File: src/rtl/csum_pkg.sv
package csum_pkg;

  localparam int DEF_ADDR_W = 13;
  localparam int DEF_DATA_W = 8;

  typedef enum logic [1:0] {
    ENG_IDLE  = 2'd0,
    ENG_FETCH = 2'd1,
    ENG_DRAIN = 2'd2
  } eng_state_e;

endpackage

File: src/rtl/csum_ctrl.sv
module csum_ctrl
  import csum_pkg::*;
(
  input  logic clk,
  input  logic rst,
  input  logic go_set,
  input  logic mode_csum,
  input  logic flag_clr,
  input  logic en_src,
  input  logic en_glb,
  input  logic issue_last,
  input  logic consume_last,
  output logic start_pulse,
  output logic go_q,
  output logic done_q,
  output logic irq_q
);

  eng_state_e st_q;

  // accept only from idle and only in checksum mode
  assign start_pulse = go_set && mode_csum && (st_q == ENG_IDLE);

  always_ff @(posedge clk) begin
    if (rst) begin
      st_q <= ENG_IDLE;
    end else begin
      case (st_q)
        ENG_IDLE:  if (start_pulse)  st_q <= ENG_FETCH;
        ENG_FETCH: if (issue_last)   st_q <= ENG_DRAIN;
        ENG_DRAIN: if (consume_last) st_q <= ENG_IDLE;
        default:                     st_q <= ENG_IDLE;
      endcase
    end
  end

  always_ff @(posedge clk) begin
    if (rst) begin
      go_q   <= 1'b0;
      done_q <= 1'b0;
      irq_q  <= 1'b0;
    end else begin
      if (start_pulse)       go_q <= 1'b1;
      else if (consume_last) go_q <= 1'b0;

      // completion wins over a host clear on the same edge
      if (consume_last)  done_q <= 1'b1;
      else if (flag_clr) done_q <= 1'b0;

      irq_q <= done_q && en_src && en_glb;
    end
  end

endmodule

File: src/rtl/csum_addr_gen.sv
module csum_addr_gen #(
  parameter int AW = 13
) (
  input  logic          clk,
  input  logic          rst,
  input  logic          load,
  input  logic [AW-1:0] ptr_start,
  input  logic [AW-1:0] ptr_end,
  input  logic [AW-1:0] ring_lo,
  input  logic [AW-1:0] ring_hi,
  output logic          rd_en,
  output logic [AW-1:0] rd_addr,
  output logic          issue_last,
  output logic          vld_q,
  output logic          last_q
);

  logic          fetching_q;
  logic [AW-1:0] addr_q;
  logic [AW-1:0] end_l;
  logic [AW-1:0] lo_l;
  logic [AW-1:0] hi_l;
  logic [AW-1:0] addr_nxt;

  // region bounds are latched so host writes during a run change nothing
  always_comb begin
    if (addr_q == hi_l) addr_nxt = lo_l;
    else                addr_nxt = addr_q + 1'b1;
  end

  assign issue_last = fetching_q && (addr_q == end_l);
  assign rd_en      = fetching_q;
  assign rd_addr    = addr_q;

  always_ff @(posedge clk) begin
    if (rst) begin
      fetching_q <= 1'b0;
      addr_q     <= '0;
      end_l      <= '0;
      lo_l       <= '0;
      hi_l       <= '0;
    end else if (load) begin
      fetching_q <= 1'b1;
      addr_q     <= ptr_start;
      end_l      <= ptr_end;
      lo_l       <= ring_lo;
      hi_l       <= ring_hi;
    end else if (fetching_q) begin
      addr_q <= addr_nxt;
      if (issue_last) fetching_q <= 1'b0;
    end
  end

  // data returns one cycle after the read, so the tags follow by one cycle
  always_ff @(posedge clk) begin
    if (rst) begin
      vld_q  <= 1'b0;
      last_q <= 1'b0;
    end else begin
      vld_q  <= fetching_q;
      last_q <= issue_last;
    end
  end

endmodule

File: src/rtl/csum_accum.sv
module csum_accum #(
  parameter int DW = 8
) (
  input  logic            clk,
  input  logic            rst,
  input  logic            clear,
  input  logic            vld,
  input  logic            last,
  input  logic [DW-1:0]   byte_in,
  output logic [2*DW-1:0] res_q
);

  localparam int SW = 2 * DW;

  logic          hi_ph_q;
  logic [DW-1:0] hold_q;
  logic [SW-1:0] acc_q;
  logic [SW-1:0] word;
  logic [SW:0]   raw;
  logic [SW-1:0] acc_nxt;
  logic          take;

  always_comb begin
    // a lone high byte at the end is padded with a zero low byte
    if (hi_ph_q) word = {byte_in, {DW{1'b0}}};
    else         word = {hold_q, byte_in};
    take    = vld && (!hi_ph_q || last);
    raw     = {1'b0, acc_q} + {1'b0, word};
    acc_nxt = raw[SW-1:0] + {{(SW-1){1'b0}}, raw[SW]};
  end

  always_ff @(posedge clk) begin
    if (rst) begin
      hi_ph_q <= 1'b1;
      hold_q  <= '0;
      acc_q   <= '0;
      res_q   <= '0;
    end else if (clear) begin
      hi_ph_q <= 1'b1;
      acc_q   <= '0;
    end else if (vld) begin
      hi_ph_q <= ~hi_ph_q;
      if (hi_ph_q) hold_q <= byte_in;
      if (take)    acc_q  <= acc_nxt;
      if (last)    res_q  <= ~acc_nxt;
    end
  end

endmodule

File: src/rtl/inet_csum_engine.sv
module inet_csum_engine
  import csum_pkg::*;
#(
  parameter int AW = DEF_ADDR_W,
  parameter int DW = DEF_DATA_W
) (
  input  logic          clk,
  input  logic          rst,
  input  logic          mode_csum,
  input  logic          go_set,
  input  logic          flag_clr,
  input  logic          irq_en_src,
  input  logic          irq_en_glb,
  input  logic [AW-1:0] ptr_start,
  input  logic [AW-1:0] ptr_end,
  input  logic [AW-1:0] ring_lo,
  input  logic [AW-1:0] ring_hi,
  output logic          mem_rd_en,
  output logic [AW-1:0] mem_addr,
  input  logic [DW-1:0] mem_rd_data,
  output logic          go_bit,
  output logic          done_flag,
  output logic          irq,
  output logic [DW-1:0] sum_hi,
  output logic [DW-1:0] sum_lo
);

  localparam int SW = 2 * DW;

  logic          start_pulse;
  logic          issue_last;
  logic          vld_q;
  logic          last_q;
  logic          consume_last;
  logic [SW-1:0] res;

  assign consume_last = vld_q && last_q;

  csum_ctrl u_ctrl (
    .clk          (clk),
    .rst          (rst),
    .go_set       (go_set),
    .mode_csum    (mode_csum),
    .flag_clr     (flag_clr),
    .en_src       (irq_en_src),
    .en_glb       (irq_en_glb),
    .issue_last   (issue_last),
    .consume_last (consume_last),
    .start_pulse  (start_pulse),
    .go_q         (go_bit),
    .done_q       (done_flag),
    .irq_q        (irq)
  );

  csum_addr_gen #(.AW(AW)) u_agen (
    .clk        (clk),
    .rst        (rst),
    .load       (start_pulse),
    .ptr_start  (ptr_start),
    .ptr_end    (ptr_end),
    .ring_lo    (ring_lo),
    .ring_hi    (ring_hi),
    .rd_en      (mem_rd_en),
    .rd_addr    (mem_addr),
    .issue_last (issue_last),
    .vld_q      (vld_q),
    .last_q     (last_q)
  );

  csum_accum #(.DW(DW)) u_acc (
    .clk     (clk),
    .rst     (rst),
    .clear   (start_pulse),
    .vld     (vld_q),
    .last    (last_q),
    .byte_in (mem_rd_data),
    .res_q   (res)
  );

  assign sum_hi = res[SW-1:DW];
  assign sum_lo = res[DW-1:0];

endmodule

File: config.mk
export PLATFORM = sky130hd
export DESIGN_NAME = inet_csum_engine
export DESIGN_NICKNAME = d
export VERILOG_FILES = /design/src/rtl/csum_pkg.sv /design/src/rtl/csum_ctrl.sv /design/src/rtl/csum_addr_gen.sv /design/src/rtl/csum_accum.sv /design/src/rtl/inet_csum_engine.sv
export SDC_FILE = /design/constraint.sdc
export NUM_CORES = 1
export LEC_CHECK = 0
export ABC_AREA = 1
export BUFFER_PORTS_ARGS = -buffer_cell sky130_fd_sc_hd__buf_2
export CORE_UTILIZATION = 35
export DETAILED_ROUTE_END_ITERATION = 7
export SLEW_MARGIN = 5
export SYNTH_ARGS = -nofsm -noshare
export SYNTH_HDL_FRONTEND = slang
export SYNTH_SLANG_ARGS = --single-unit
File: constraint.sdc
create_clock -name clk -period 3.7 [get_ports clk]
set_input_delay 0.74 -clock clk [delete_from_list [all_inputs] [get_ports clk]]
set_output_delay 0.74 -clock clk [all_outputs]
set_load 0.1 [all_outputs]
==> flow_metrics.env <==
export IMPL_placement_io_buffers=99
export IMPL_synth_edf_count=0
export IMPL_critPathMaxFanout=9
export IMPL_setup_viol_count_final=0
export IMPL_die_w_um=132
export IMPL_synthToLayoutAreaGrowth_pct=19.6
export IMPL_ys_ff_latch=101
export IMPL_gp_congestion=0.871
export IMPL_grt_use_met1_pct=28.0
export IMPL_syn_nets=1002
export IMPL_worst_slew_pin_transition_ns=0.864
export IMPL_worst_path_max_delay_cell="dfxtp_4"
export IMPL_drt_iter0_drc=440
export IMPL_cellLeakagePower_uw=0.00358
export IMPL_grt_util_all_layers_pct=20.3
export IMPL_antenna_found_initial=0
export IMPL_insertion_delay_ns=0.36
export IMPL_htree_num_levels=3
export IMPL_synth_warnings=0
export IMPL_worstSetupStartpointType="flip-flop"
export IMPL_avgSynthCellArea_um2=6.47
export IMPL_dieArea_um2=17400
export IMPL_core_area_um2=16500
export IMPL_cp_arrival_ns=3.56
export IMPL_busiest_layer="met2"
export IMPL_reg2regPathDepth=23
export IMPL_ctsHoldBuffers=0
export IMPL_finClkSkew_ns=0.0103
export IMPL_holdCritPathClass="flip-flop to flip-flop"
export IMPL_power_uw=2760
export IMPL_powerDensity_nw_per_um2=389
export IMPL_grt_max_degree=36
export IMPL_final_layout_size_suffix_gt1_share_pct=17.1
export IMPL_mostFrequentLayoutCells="252 x nand2_1, 118 x inv_1, 101 x nand3_1"
export IMPL_synth_seq_area_share_pct=34.1
export IMPL_critPathBufInv=5
export IMPL_min_from="u_agen.lo_l[11]"
export IMPL_vias=5944
export IMPL_worst_path_dominant_cell_family="simple AND/OR/NAND/NOR gates"
export IMPL_use_met3_pct=4.27
export IMPL_fillerInstances=1746
export IMPL_viasPerCell=4.79
export IMPL_hold_viol=0
export IMPL_hold_slack_ns=0.453
export IMPL_cp_end_kind="flip-flop"
export IMPL_ir_drop_mv=0.238
export IMPL_maxSlewViolCount=0
export IMPL_fin_crit_sh_pct=89.4
export IMPL_synthesis_area_um2=5920
export IMPL_cts_made_buffers=9
export IMPL_grt_pass1_vias=5389
export IMPL_worst_setup_path_type="flip-flop to flip-flop"
export IMPL_num_rows=47
export IMPL_dp_hpwl_um=13200
export IMPL_drt_pass1_iter_count=5
export IMPL_layout_commonest_cell="nand2_1"
export IMPL_hold_end="u_agen.lo_l[11]"
export IMPL_clock_fmax_mhz=302
export IMPL_worstPathRequired_ns=3.95
export IMPL_use_met2_pct=31.2
export IMPL_nNetsFinal=1104
export IMPL_grt_pass1_wl_um=27700
export IMPL_ys_types=38
export IMPL_num_antenna_cells=0
export IMPL_drc=0
export IMPL_r2r_end="u_acc.res_q[10]"
export IMPL_cts_clk_slew_worst_paths_ns=0.07
export IMPL_ant_nets=0
export IMPL_num_io_pins=100
export IMPL_period_minus_slack_ns=3.31
export IMPL_crit_chain="buf_4 > nor2_1 > ha_2 > inv_1 > fa_2 > inv_1 > nand2_1 > nand3_1 > nand2_1 > nand2_1 > a21oi_1 > o21bai_1 > ha_2 > ha_1 > inv_1 > nor2_2 > nand3_2 > nor2_4 > nand3_4 > o21ai_0 > nand2_1 > o21ai_0 > inv_1"
export IMPL_run_status="complete, no violations"
export IMPL_hold_depth=2
export IMPL_synth_top_flop_cell="dfxtp_1"
export IMPL_drv_cap=0
export IMPL_clock_sinks=101
export IMPL_r2r_start="u_acc.hi_ph_q"
export IMPL_r2r_slack_ns=0.39
export IMPL_fin_tns_setup_ns=0
export IMPL_dieHeight_um=132
export IMPL_wl_um=17100
export IMPL_initial_core_util_pct=35.8
export IMPL_cts_tree="yes"
export IMPL_wl_per_cell_um=13.8
export IMPL_clk_path_buf_depth=2
export IMPL_cts_root_buf="clkbuf_16"
export IMPL_async_reset_ff_share_pct=0
export IMPL_synthesis_instances=915
export IMPL_rsz0062_at_grt="no"
export IMPL_max_stage_delay_ns=0.38
export IMPL_max_slew_margin_rel_pct=42.3
export IMPL_gr_total_overflow=0
per-layer routing:
metal | up-vias | share of wire (%) | wire, um
li1 | 3122 | - | -
met1 | 2665 | 49 | 8430
met3 | 21 | 4.9 | 836
met2 | 136 | 44 | 7580
met4 | 0 | 1.7 | 297
met5 | - | 0 | 0
worst register-to-register path, cell delays in order (launching register included):
cell	delay [ns]
dfxtp_4	0.38
buf_4	0.18
nor2_1	0.11
ha_2	0.18
inv_1	0.05
fa_2	0.33
inv_1	0.07
nand2_1	0.07
nand3_1	0.10
nand2_1	0.08
nand2_1	0.09
a21oi_1	0.06
o21bai_1	0.13
ha_2	0.21
ha_1	0.16
inv_1	0.05
nor2_2	0.11
nand3_2	0.12
nor2_4	0.16
nand3_4	0.11
o21ai_0	0.18
nand2_1	0.09
o21ai_0	0.14
inv_1	0.05
cell type report:
| cell class | count | area (um2) | share of cell area [%] |
|---|---|---|---|
| Multi-Input combinational cell | 656 | 3320 | 46.9 |
| Clock buffer | 10 | 229 | 3.23 |
| Tap cell | 220 | 275 | 3.89 |
| Timing Repair Buffer | 124 | 683 | 9.65 |
| Timing Repair inverter | 2 | 12.5 | 0.177 |
| Clock inverter | 6 | 68.8 | 0.972 |
| Sequential cell | 101 | 2030 | 28.6 |
| Inverter | 123 | 465 | 6.57 |
per-stage QoR:
stage	utilization (%)	area, um2	cells	setup slack (ns)
floorplan	-	5920	915	0.317
global placement	40.6	6710	1222	0.0625
detailed placement	40.6	6710	1222	0.00120
CTS	42.4	7010	1238	0.169
global route	42.9	7080	1242	0.0310
finish	42.9	7080	1242	0.392
power breakdown:
part | switching, uW | internal [uW]
Clock | 454 | 533
Sequential | 57.4 | 1130
Combinational | 403 | 174
Total | 915 | 1840
cell families after synthesis:
kind of cell / synth area share, %
AOI/OAI and AO/OA: 11.9
and+or+nand+nor: 34.8
DFF: 34.1
adders and majority gates: 4.35
buffers and inverters: 10.6
xor gates and xnor gates: 4.27
registers in the layout, indices dropped and copies added (netlist names):
signal,cells
u_acc.acc_q,16
u_acc.res_q,16
u_agen.end_l,13
u_agen.hi_l,13
u_agen.lo_l,13
u_agen.rd_addr,13
u_acc.hold_q,8
u_ctrl.st_q,2
u_acc.hi_ph_q,1
u_agen.last_q,1
u_agen.rd_en,1
u_agen.vld_q,1
u_ctrl.done_q,1
u_ctrl.go_q,1
u_ctrl.irq_q,1
Yosys cell counts (6+ instances only):
cell type / n / area, um2
inv_1: 119 / 447
ha_1: 19 / 238
xor2_1: 19 / 166
clkbuf_1: 26 / 97.6
dfxtp_1: 101 / 2020
nor2_1: 79 / 297
o21ai_0: 67 / 335
nand2_1: 252 / 946
nand3_1: 102 / 510
nand4_1: 11 / 68.8
nor3_1: 6 / 30.0
xnor2_1: 8 / 70.1
a21oi_1: 45 / 225
how the worst max path moves through the flow:
stage	from	to	slack, ns	cells past startpoint
finish	u_acc.hi_ph_q	u_acc.res_q[10]	0.39	23
floorplan	mem_rd_data[0]	u_acc.res_q[14]	0.32	25
detailed placement	mem_rd_data[0]	u_acc.res_q[12]	0.001	26
global placement	mem_rd_data[0]	u_acc.res_q[14]	0.06	26
CTS	u_acc.hi_ph_q	u_acc.res_q[12]	0.17	24
global route	u_acc.hi_ph_q	u_acc.acc_q[12]	0.03	24
what timing repair did:
| item | 4_1_cts | 5_1_grt |
|---|---|---|
| buffers inserted | 0 | 2 |
| setup endpoints to repair | 0 | 19 |
| gates resized for setup | 0 | 13 |
No activity file was read; power rests on OpenSTA's default activity.
